===== src/rtl/afmt_pkg.sv =====
package afmt_pkg;

  localparam logic [2:0] FMT_I2S   = 3'd0;
  localparam logic [2:0] FMT_LEFT  = 3'd1;
  localparam logic [2:0] FMT_RIGHT = 3'd2;
  localparam logic [2:0] FMT_DSP_A = 3'd3;
  localparam logic [2:0] FMT_DSP_B = 3'd4;

  typedef struct packed {
    logic half;        // slots split across two half frames
    logic lag1;        // data lags its slot by one bit period
    logic start_fall;  // sync asserted phase is driven low
  } frame_flags_t;

endpackage


===== src/rtl/afmt_bclk.sv =====
module afmt_bclk #(
  parameter int SYNC_STAGES = 2
) (
  input  logic clk,
  input  logic rst_n,
  input  logic bclk_i,
  input  logic launch_rise,
  output logic tick
);

  logic [SYNC_STAGES-1:0] sync_q, sync_d;
  logic [SYNC_STAGES:0]   chain;
  logic                   last_q, lvl, rise, fall;

  assign chain = {sync_q, bclk_i};
  assign lvl   = chain[SYNC_STAGES];

  always_comb begin
    sync_d = chain[SYNC_STAGES-1:0];
  end

  always_ff @(posedge clk or negedge rst_n) begin
    if (!rst_n) begin
      sync_q <= '0;
      last_q <= 1'b0;
    end else begin
      sync_q <= sync_d;
      last_q <= lvl;
    end
  end

  assign rise = lvl & ~last_q;
  assign fall = ~lvl & last_q;
  assign tick = launch_rise ? rise : fall;


  single_tick_chk: assert property (@(posedge clk) disable iff (!rst_n)
    tick |=> !tick);

endmodule


===== src/rtl/afmt_cfg.sv =====
module afmt_cfg
  import afmt_pkg::*;
#(
  parameter int CNT_W = 9,
  parameter int SB_W  = 6,
  parameter int NS_W  = 4,
  parameter int DW    = 32
) (
  input  logic [CNT_W-1:0] frame_len,
  input  logic [SB_W-1:0]  slot_bits,
  input  logic [SB_W-1:0]  data_bits,
  input  logic [NS_W-1:0]  slots,
  input  logic [2:0]       fmt,
  input  logic             fs_inv,
  output logic             err,
  output frame_flags_t     flags,
  output logic [CNT_W-1:0] half_pt,
  output logic [CNT_W-1:0] sync_len,
  output logic [NS_W-1:0]  half_slots,
  output logic [SB_W-1:0]  rj_off
);

  localparam int PW = NS_W + SB_W;
  localparam int CW = (PW > CNT_W) ? PW + 1 : CNT_W + 1;
  localparam logic [SB_W:0] DW_C = (SB_W+1)'(DW);

  logic          half_fmt, dsp_fmt;
  logic [PW-1:0] span;
  logic [CW-1:0] span_x, room_x;

  always_comb begin
    half_fmt   = (fmt == FMT_I2S) || (fmt == FMT_LEFT) || (fmt == FMT_RIGHT);
    dsp_fmt    = (fmt == FMT_DSP_A) || (fmt == FMT_DSP_B);
    half_pt    = frame_len >> 1;
    half_slots = slots >> 1;

    flags.half       = half_fmt;
    flags.lag1       = (fmt == FMT_I2S) || (fmt == FMT_DSP_A);
    flags.start_fall = (fmt == FMT_I2S) ^ fs_inv;

    sync_len = half_fmt ? half_pt : CNT_W'(1);
    rj_off   = (fmt == FMT_RIGHT) ? (slot_bits - data_bits) : '0;

    span   = PW'(half_fmt ? half_slots : slots) * PW'(slot_bits);
    span_x = CW'(span);
    room_x = half_fmt ? CW'(half_pt) : CW'(frame_len);

    err = !(half_fmt || dsp_fmt)
        || (data_bits == '0)
        || (slot_bits == '0)
        || (slots == '0)
        || (data_bits > slot_bits)
        || ({1'b0, data_bits} > DW_C)
        || (half_fmt && slots[0])
        || ((fmt == FMT_RIGHT) && frame_len[0])
        || (frame_len < CNT_W'(2))
        || (span_x > room_x);
  end

endmodule


===== src/rtl/afmt_seq.sv =====
module afmt_seq #(
  parameter int CNT_W = 9,
  parameter int SB_W  = 6,
  parameter int NS_W  = 4
) (
  input  logic             clk,
  input  logic             rst_n,
  input  logic             tick,
  input  logic             err,
  input  logic             half,
  input  logic [CNT_W-1:0] frame_len,
  input  logic [CNT_W-1:0] half_pt,
  input  logic [SB_W-1:0]  slot_bits,
  input  logic [NS_W-1:0]  slots,
  input  logic [NS_W-1:0]  half_slots,
  output logic [CNT_W-1:0] pos,
  output logic [SB_W-1:0]  bit_in_slot,
  output logic             slot_live
);

  logic [CNT_W-1:0] cnt_q, cnt_d, cnt_nx;
  logic [SB_W-1:0]  bis_q, bis_d;
  logic [NS_W-1:0]  slot_q, slot_d;
  logic             step_en;

  assign step_en = tick | err;

  always_comb begin
    cnt_nx = (cnt_q >= frame_len - 1'b1) ? '0 : cnt_q + 1'b1;
    cnt_d  = cnt_q;
    bis_d  = bis_q;
    slot_d = slot_q;
    if (err) begin
      cnt_d  = '0;
      bis_d  = '0;
      slot_d = '0;
    end else if (tick) begin
      cnt_d = cnt_nx;
      if (cnt_nx == '0) begin
        bis_d  = '0;
        slot_d = '0;
      end else if (half && (cnt_nx == half_pt)) begin
        bis_d  = '0;
        slot_d = half_slots;
      end else if (bis_q == slot_bits - 1'b1) begin
        bis_d = '0;
        if (slot_q != '1) slot_d = slot_q + 1'b1;
      end else begin
        bis_d = bis_q + 1'b1;
      end
    end
  end

  always_ff @(posedge clk or negedge rst_n) begin
    if (!rst_n) begin
      cnt_q  <= '0;
      bis_q  <= '0;
      slot_q <= '0;
    end else if (step_en) begin
      cnt_q  <= cnt_d;
      bis_q  <= bis_d;
      slot_q <= slot_d;
    end
  end

  always_comb begin
    if (half && (cnt_q < half_pt)) slot_live = (slot_q < half_slots);
    else                           slot_live = (slot_q < slots);
  end

  assign pos         = cnt_q;
  assign bit_in_slot = bis_q;


  err_home_chk: assert property (@(posedge clk) disable iff (!rst_n)
    err |=> (cnt_q == '0 && slot_q == '0 && bis_q == '0));


  frame_wrap_chk: assert property (@(posedge clk) disable iff (!rst_n)
    (tick && !err && cnt_q == frame_len - 1'b1) |=> (cnt_q == '0));

endmodule


===== src/rtl/afmt_out.sv =====
module afmt_out
  import afmt_pkg::*;
#(
  parameter int CNT_W = 9,
  parameter int SB_W  = 6,
  parameter int DW    = 32
) (
  input  logic             clk,
  input  logic             rst_n,
  input  logic             tick,
  input  logic             err,
  input  frame_flags_t     flags,
  input  logic [CNT_W-1:0] pos,
  input  logic [CNT_W-1:0] sync_len,
  input  logic [SB_W-1:0]  bit_in_slot,
  input  logic             slot_live,
  input  logic [SB_W-1:0]  rj_off,
  input  logic [SB_W-1:0]  data_bits,
  input  logic [DW-1:0]    word_i,
  input  logic             word_valid_i,
  output logic             word_ready_o,
  output logic             fs_o,
  output logic             sd_o
);

  logic [DW-1:0]   pend_q, pend_d, shreg_q, shreg_d, cur_word, staged;
  logic            pend_full_q, pend_full_d;
  logic            prev_q, prev_d, fs_q, fs_d, sd_q, sd_d;
  logic            at_start, accept, consume, in_data, raw, fs_raw;
  logic [SB_W-1:0] rel, idx;
  logic            line_en;

  assign word_ready_o = !pend_full_q && !err;
  assign accept       = word_valid_i && word_ready_o;
  assign at_start     = slot_live && (bit_in_slot == '0);
  assign staged       = pend_full_q ? pend_q : '0;
  assign consume      = tick && !err && at_start;
  assign line_en      = tick | err;

  always_comb begin
    cur_word = at_start ? staged : shreg_q;
    rel      = bit_in_slot - rj_off;
    idx      = data_bits - 1'b1 - rel;
    in_data  = slot_live && (bit_in_slot >= rj_off) && (rel < data_bits);
    raw      = 1'b0;
    for (int i = 0; i < DW; i++) begin
      if (in_data && (idx == SB_W'(i))) raw = cur_word[i];
    end
    fs_raw = (pos < sync_len) ^ flags.start_fall;
  end

  always_comb begin
    fs_d        = fs_q;
    sd_d        = sd_q;
    prev_d      = prev_q;
    shreg_d     = shreg_q;
    if (err) begin
      fs_d   = 1'b0;
      sd_d   = 1'b0;
      prev_d = 1'b0;
    end else if (tick) begin
      fs_d   = fs_raw;
      sd_d   = flags.lag1 ? prev_q : raw;
      prev_d = raw;
      if (at_start) shreg_d = staged;
    end
    pend_full_d = err ? 1'b0 : ((pend_full_q & ~consume) | accept);
    pend_d      = accept ? word_i : pend_q;
  end

  always_ff @(posedge clk or negedge rst_n) begin
    if (!rst_n) begin
      fs_q    <= 1'b0;
      sd_q    <= 1'b0;
      prev_q  <= 1'b0;
      shreg_q <= '0;
    end else if (line_en) begin
      fs_q    <= fs_d;
      sd_q    <= sd_d;
      prev_q  <= prev_d;
      shreg_q <= shreg_d;
    end
  end

  always_ff @(posedge clk or negedge rst_n) begin
    if (!rst_n) begin
      pend_full_q <= 1'b0;
      pend_q      <= '0;
    end else begin
      pend_full_q <= pend_full_d;
      pend_q      <= pend_d;
    end
  end

  assign fs_o = fs_q;
  assign sd_o = sd_q;


  idle_lines_chk: assert property (@(posedge clk) disable iff (!rst_n)
    err |=> (!fs_o && !sd_o));


  hold_between_chk: assert property (@(posedge clk) disable iff (!rst_n)
    (!tick && !err) |=> ($stable(fs_o) && $stable(sd_o)));


  stage_full_chk: assert property (@(posedge clk) disable iff (!rst_n)
    (word_valid_i && word_ready_o) |=> !word_ready_o);

endmodule


===== src/rtl/afmt_tx.sv =====
module afmt_tx
  import afmt_pkg::*;
#(
  parameter int CNT_W       = 9,
  parameter int SB_W        = 6,
  parameter int NS_W        = 4,
  parameter int DW          = 32,
  parameter int SYNC_STAGES = 2
) (
  input  logic             clk,
  input  logic             rst_n,
  input  logic             bclk_i,
  input  logic [CNT_W-1:0] cfg_frame_len,
  input  logic [SB_W-1:0]  cfg_slot_bits,
  input  logic [SB_W-1:0]  cfg_data_bits,
  input  logic [NS_W-1:0]  cfg_slots,
  input  logic [2:0]       cfg_fmt,
  input  logic             cfg_bclk_inv,
  input  logic             cfg_fs_inv,
  input  logic [DW-1:0]    word_i,
  input  logic             word_valid_i,
  output logic             word_ready_o,
  output logic             fs_o,
  output logic             sd_o,
  output logic             cfg_err_o
);

  logic             tick, err, slot_live;
  frame_flags_t     flags;
  logic [CNT_W-1:0] half_pt, sync_len, pos;
  logic [NS_W-1:0]  half_slots;
  logic [SB_W-1:0]  rj_off, bit_in_slot;

  afmt_bclk #(.SYNC_STAGES(SYNC_STAGES)) u_bclk (
    .clk(clk), .rst_n(rst_n), .bclk_i(bclk_i),
    .launch_rise(cfg_bclk_inv), .tick(tick)
  );

  afmt_cfg #(.CNT_W(CNT_W), .SB_W(SB_W), .NS_W(NS_W), .DW(DW)) u_cfg (
    .frame_len(cfg_frame_len), .slot_bits(cfg_slot_bits),
    .data_bits(cfg_data_bits), .slots(cfg_slots), .fmt(cfg_fmt),
    .fs_inv(cfg_fs_inv), .err(err), .flags(flags), .half_pt(half_pt),
    .sync_len(sync_len), .half_slots(half_slots), .rj_off(rj_off)
  );

  afmt_seq #(.CNT_W(CNT_W), .SB_W(SB_W), .NS_W(NS_W)) u_seq (
    .clk(clk), .rst_n(rst_n), .tick(tick), .err(err), .half(flags.half),
    .frame_len(cfg_frame_len), .half_pt(half_pt), .slot_bits(cfg_slot_bits),
    .slots(cfg_slots), .half_slots(half_slots), .pos(pos),
    .bit_in_slot(bit_in_slot), .slot_live(slot_live)
  );

  afmt_out #(.CNT_W(CNT_W), .SB_W(SB_W), .DW(DW)) u_out (
    .clk(clk), .rst_n(rst_n), .tick(tick), .err(err), .flags(flags),
    .pos(pos), .sync_len(sync_len), .bit_in_slot(bit_in_slot),
    .slot_live(slot_live), .rj_off(rj_off), .data_bits(cfg_data_bits),
    .word_i(word_i), .word_valid_i(word_valid_i),
    .word_ready_o(word_ready_o), .fs_o(fs_o), .sd_o(sd_o)
  );

  assign cfg_err_o = err;

endmodule


===== config.mk =====
export PLATFORM = sky130hd
export DESIGN_NAME = afmt_tx
export DESIGN_NICKNAME = d
export VERILOG_FILES = /design/src/rtl/afmt_pkg.sv /design/src/rtl/afmt_bclk.sv /design/src/rtl/afmt_cfg.sv /design/src/rtl/afmt_seq.sv /design/src/rtl/afmt_out.sv /design/src/rtl/afmt_tx.sv
export SDC_FILE = /design/constraint.sdc
export NUM_CORES = 1
export LEC_CHECK = 0
export BUFFER_PORTS_ARGS = -buffer_cell sky130_fd_sc_hd__buf_2
export CAP_MARGIN = 20
export CELL_PAD_IN_SITES_DETAIL_PLACEMENT = 1
export CELL_PAD_IN_SITES_GLOBAL_PLACEMENT = 2
export CORE_ASPECT_RATIO = 1.1
export CORE_MARGIN = 4
export CORE_UTILIZATION = 38
export CTS_BUF_LIST = sky130_fd_sc_hd__clkbuf_4 sky130_fd_sc_hd__clkbuf_8 sky130_fd_sc_hd__clkbuf_16
export CTS_CLUSTER_DIAMETER = 150
export CTS_CLUSTER_SIZE = 40
export DETAILED_ROUTE_END_ITERATION = 16
export PLACE_DENSITY = 0.78
export SYNTH_ARGS = -nofsm -noshare
export SYNTH_HDL_FRONTEND = slang
export SYNTH_SLANG_ARGS = --single-unit

===== constraint.sdc =====
create_clock -name clk -period 8.5 [get_ports clk]
set_clock_uncertainty 0.2 [all_clocks]
set_input_delay 1.7 -clock clk [delete_from_list [all_inputs] [get_ports clk]]
set_output_delay 1.7 -clock clk [all_outputs]
set_load 0.02 [all_outputs]

==> results.toml <==
[drt]
post-route-drc-count = 0
drtPass1Iterations = 5
routed_wirelength_mm = 21.9
ant_nets = 0
viasPerCell = 5.46
detail_route.iter0.violations = 278
via_count = 6624
routed_wire_length_per_instance_um = 18.1

[timing]
drv_slew = 0
rsz0062_at_grt = "false"
hold_viol_final = 0
achievable-frequency_ghz = 0.123
final.min_clock_period_ps = 8150
final_min_period_over_clock_period_pct = 95.9
finalSetupViolations = 0
timing.setup.tns_ps = 0
max_slew_headroom_pct = 29.6
max_slew.worst_pin.slew_ps = 1050

[cts]
cts_buffer_depth = 2
clock_insertion_delay_worst_skew_ps = 340
htree_num_levels = 3
cts_sinks = 90
cts.reportedPaths.clkPinSlew_ps = 70
cts_tree = "built"
cts_buffers = 9
cts.repair_timing.setup_buffer_count = 0
clock-root-buffer = "sky130_fd_sc_hd__clkbuf_16"

[place]
post-dp-hpwl_mm = 17.0
numPlacedInstances = 1196
buffer_ports.inserted = 69
gp_congestion = 0.835

[synth]
yosys_warnings = 0
post_synth_num_cell_types = 73
synth.most_common_cell = "sky130_fd_sc_hd__nand2_1"
yosys-top-cells-count = "sky130_fd_sc_hd__nand2_1, sky130_fd_sc_hd__dfrtp_1, sky130_fd_sc_hd__ha_1, sky130_fd_sc_hd__inv_1, sky130_fd_sc_hd__o21ai_0"
synth.avg_cell_area_um2 = 8.78
yosysTopAreaCellShare_pct = 28.7
synth_sequential_area_ratio_pct = 28.7
synth-main-ff-cell = "sky130_fd_sc_hd__dfrtp_1"
post_synth_instance_area_mm2 = 0.00786
synth_top_area_cell = "sky130_fd_sc_hd__dfrtp_1"
ys_async_sr_fraction_pct = 100
synth-seq-cells = 90
synth.top_cells.by_area = "sky130_fd_sc_hd__dfrtp_1, sky130_fd_sc_hd__ha_1, sky130_fd_sc_hd__mux2_2"
synth_edf_count = 0
postSynthCellCount = 895
synthesis.nets = 1054

[critical_path]
regToRegStartpoint = "u_seq.bit_in_slot[0]"
cpMaxStageDelayCell = "sky130_fd_sc_hd__fa_1"
critPathLaunchType = "primary input"
cp.required_ps = 6600
worst_r2r_path_depth = 15
worstPathArrival_ps = 6250
path_cells = "buf_2 -> a21oi_1 -> buf_4 -> nand2_1 -> o21ai_0 -> buf_4 -> nand2_1 -> fa_1 -> fa_1 -> fa_1 -> inv_1 -> a21o_1 -> a21oi_2 -> o21bai_1 -> a21oi_1 -> xnor2_1 -> ha_1 -> nand2_1 -> nor3_2 -> o2111ai_1 -> a21oi_1 -> or4b_4 -> buf_4 -> buf_2"
ff2ff_setup_slack_ps = 3900
worstPathMaxFanout = 7
crit_path_max_incr_delay_ps = 520
rr_endpoint = "u_out.sd_o"
critical_path.endpoint_type = "output pin"
worst-setup-path-type = "primary input to output pin"

[power_and_ir_drop]
powerDensity_mw_per_mm2 = 159
total_leakage_power_nw = 4.10
finalPower_mw = 1.40
power.ir.vdd_worst_mv = 0.120

[global_routing]
grt_pass1_wl_mm = 35.9
largest_net_degree_at_the_start_of_global_routing = 78
vias_in_the_first_global_route = 6780
globalRouteOverflowTotal = 0
antenna_found_initial = 0
groute.usage.overall_pct = 18.9

[floorplan]
start_util_pct = 39.1
placementRows = 54
core-area_mm2 = 0.0201
ios = 70
chipWidth_um = 145
die_height_um = 159
dieArea_mm2 = 0.0230

[outcome]
status = "completed"

[finish]
area_delta_synth_final_pct = 12.4
final_cell_count_no_fill = 1213
post-route-util_pct = 44.0
post_route_cells_drive_above_1_share_pct = 17.7
final_net_count = 1115
num_antenna_cells = 0
nFillCells = 2386

[min_path]
worstHoldEndpoint = "u_bclk.sync_q[1]"
worst_hold_path_cell_count = 0
worst_hold_startpoint = "u_bclk.sync_q[0]"
min_path_type = "register to register"

[flow_run]
maxcap_viol_count = 0
==> worst max path at each step <==
stage,start,to,slack (ps),cells past startpoint
2_1_floorplan,cfg_fmt[1],word_ready_o,230,22
3_3_place_gp,cfg_fmt[0],word_ready_o,240,24
3_5_place_dp,cfg_fmt[0],word_ready_o,100,24
4_1_cts,cfg_fmt[0],word_ready_o,80,24
5_1_grt,cfg_fmt[0],cfg_err_o,10,24
6_report,cfg_fmt[0],cfg_err_o,350,24
==> report_power, final <==
group | switching, mW | internal (mW)
Clock | 0.182 | 0.231
Combinational | 0.237 | 0.201
Sequential | 0.0504 | 0.503
Total | 0.469 | 0.936
==> worst max-delay path: cells and delay by family <==
family,cells,cell delay [ps]
adder cells (fa/ha/maj),4,1790
AO/OA/AOI/OAI,8,910
AND/OR/NAND/NOR,5,880
buffers and inverters,6,810
XOR/XNOR,1,140
==> state kept, by name, summed over array words and instances, names as in the netlist <==
signal             cells
u_out.pend_full_q      1
u_out.sd_o             1
u_out.prev_q           1
u_seq.slot_q           4
u_seq.bit_in_slot      6
u_out.fs_o             1
u_out.shreg_q         32
u_seq.pos              9
u_bclk.last_q          1
u_out.pend_q          32
u_bclk.sync_q          2
==> routing by layer <==
metal | GRT usage, % | share of wire (%)
met2 | 33.4 | 50
met4 | 4.71 | 1.5
met1 | 24.8 | 47
met3 | 2.08 | 2.1
met5 | 0 | 0
==> layout make-up <==
class | instances | area [µm²] | share of cell area (%)
well taps | 252 | 315 | 3.57
clock buffers | 9 | 225 | 2.55
flip-flops and latches | 90 | 2250 | 25.5
clock inverters | 7 | 77.6 | 0.878
repair buffers | 88 | 513 | 5.81
multi-input cells | 706 | 5220 | 59.1
inverters | 61 | 229 | 2.59
==> logic make-up after synthesis <==
logic type | synth area share [%]
XOR/XNOR | 5.46
AO/OA/AOI/OAI | 17.1
flip-flops | 28.7
buffers and inverters | 5.13
AND/OR/NAND/NOR | 17.9
adder cells (fa/ha/maj) | 15.9
multiplexers | 9.89
==> cell usage in the layout (no fill, tap or decap), types with 35 or more instances in the layout <==
cell                      netlist  final
sky130_fd_sc_hd__nand2_1      119    119
sky130_fd_sc_hd__dfrtp_1       90     90
sky130_fd_sc_hd__ha_1          82     82
sky130_fd_sc_hd__buf_2          4     67
sky130_fd_sc_hd__inv_1         61     61
sky130_fd_sc_hd__o21ai_0       57     57
sky130_fd_sc_hd__nor2_1        51     50
sky130_fd_sc_hd__mux2_2        46     46
sky130_fd_sc_hd__a21oi_1       46     45
sky130_fd_sc_hd__xnor2_1       35     35
==> per-stage QoR <==
step                      area (µm²)  setup WS [ps]  hold slack (ps)
after floorplan                 7860            226              131
after global placement          8480            244              134
after detailed placement        8480           99.4              157
after CTS                       8790           78.5              173
after global routing            8830           13.6              190
final                           8830            349              169
==> what timing repair did <==
action | 4_1_cts | 5_1_grt
hold buffers | 0 | 0
setup endpoints to repair | 0 | 2
resized for setup | 0 | 5
No activity file was read; power rests on OpenSTA's default activity.
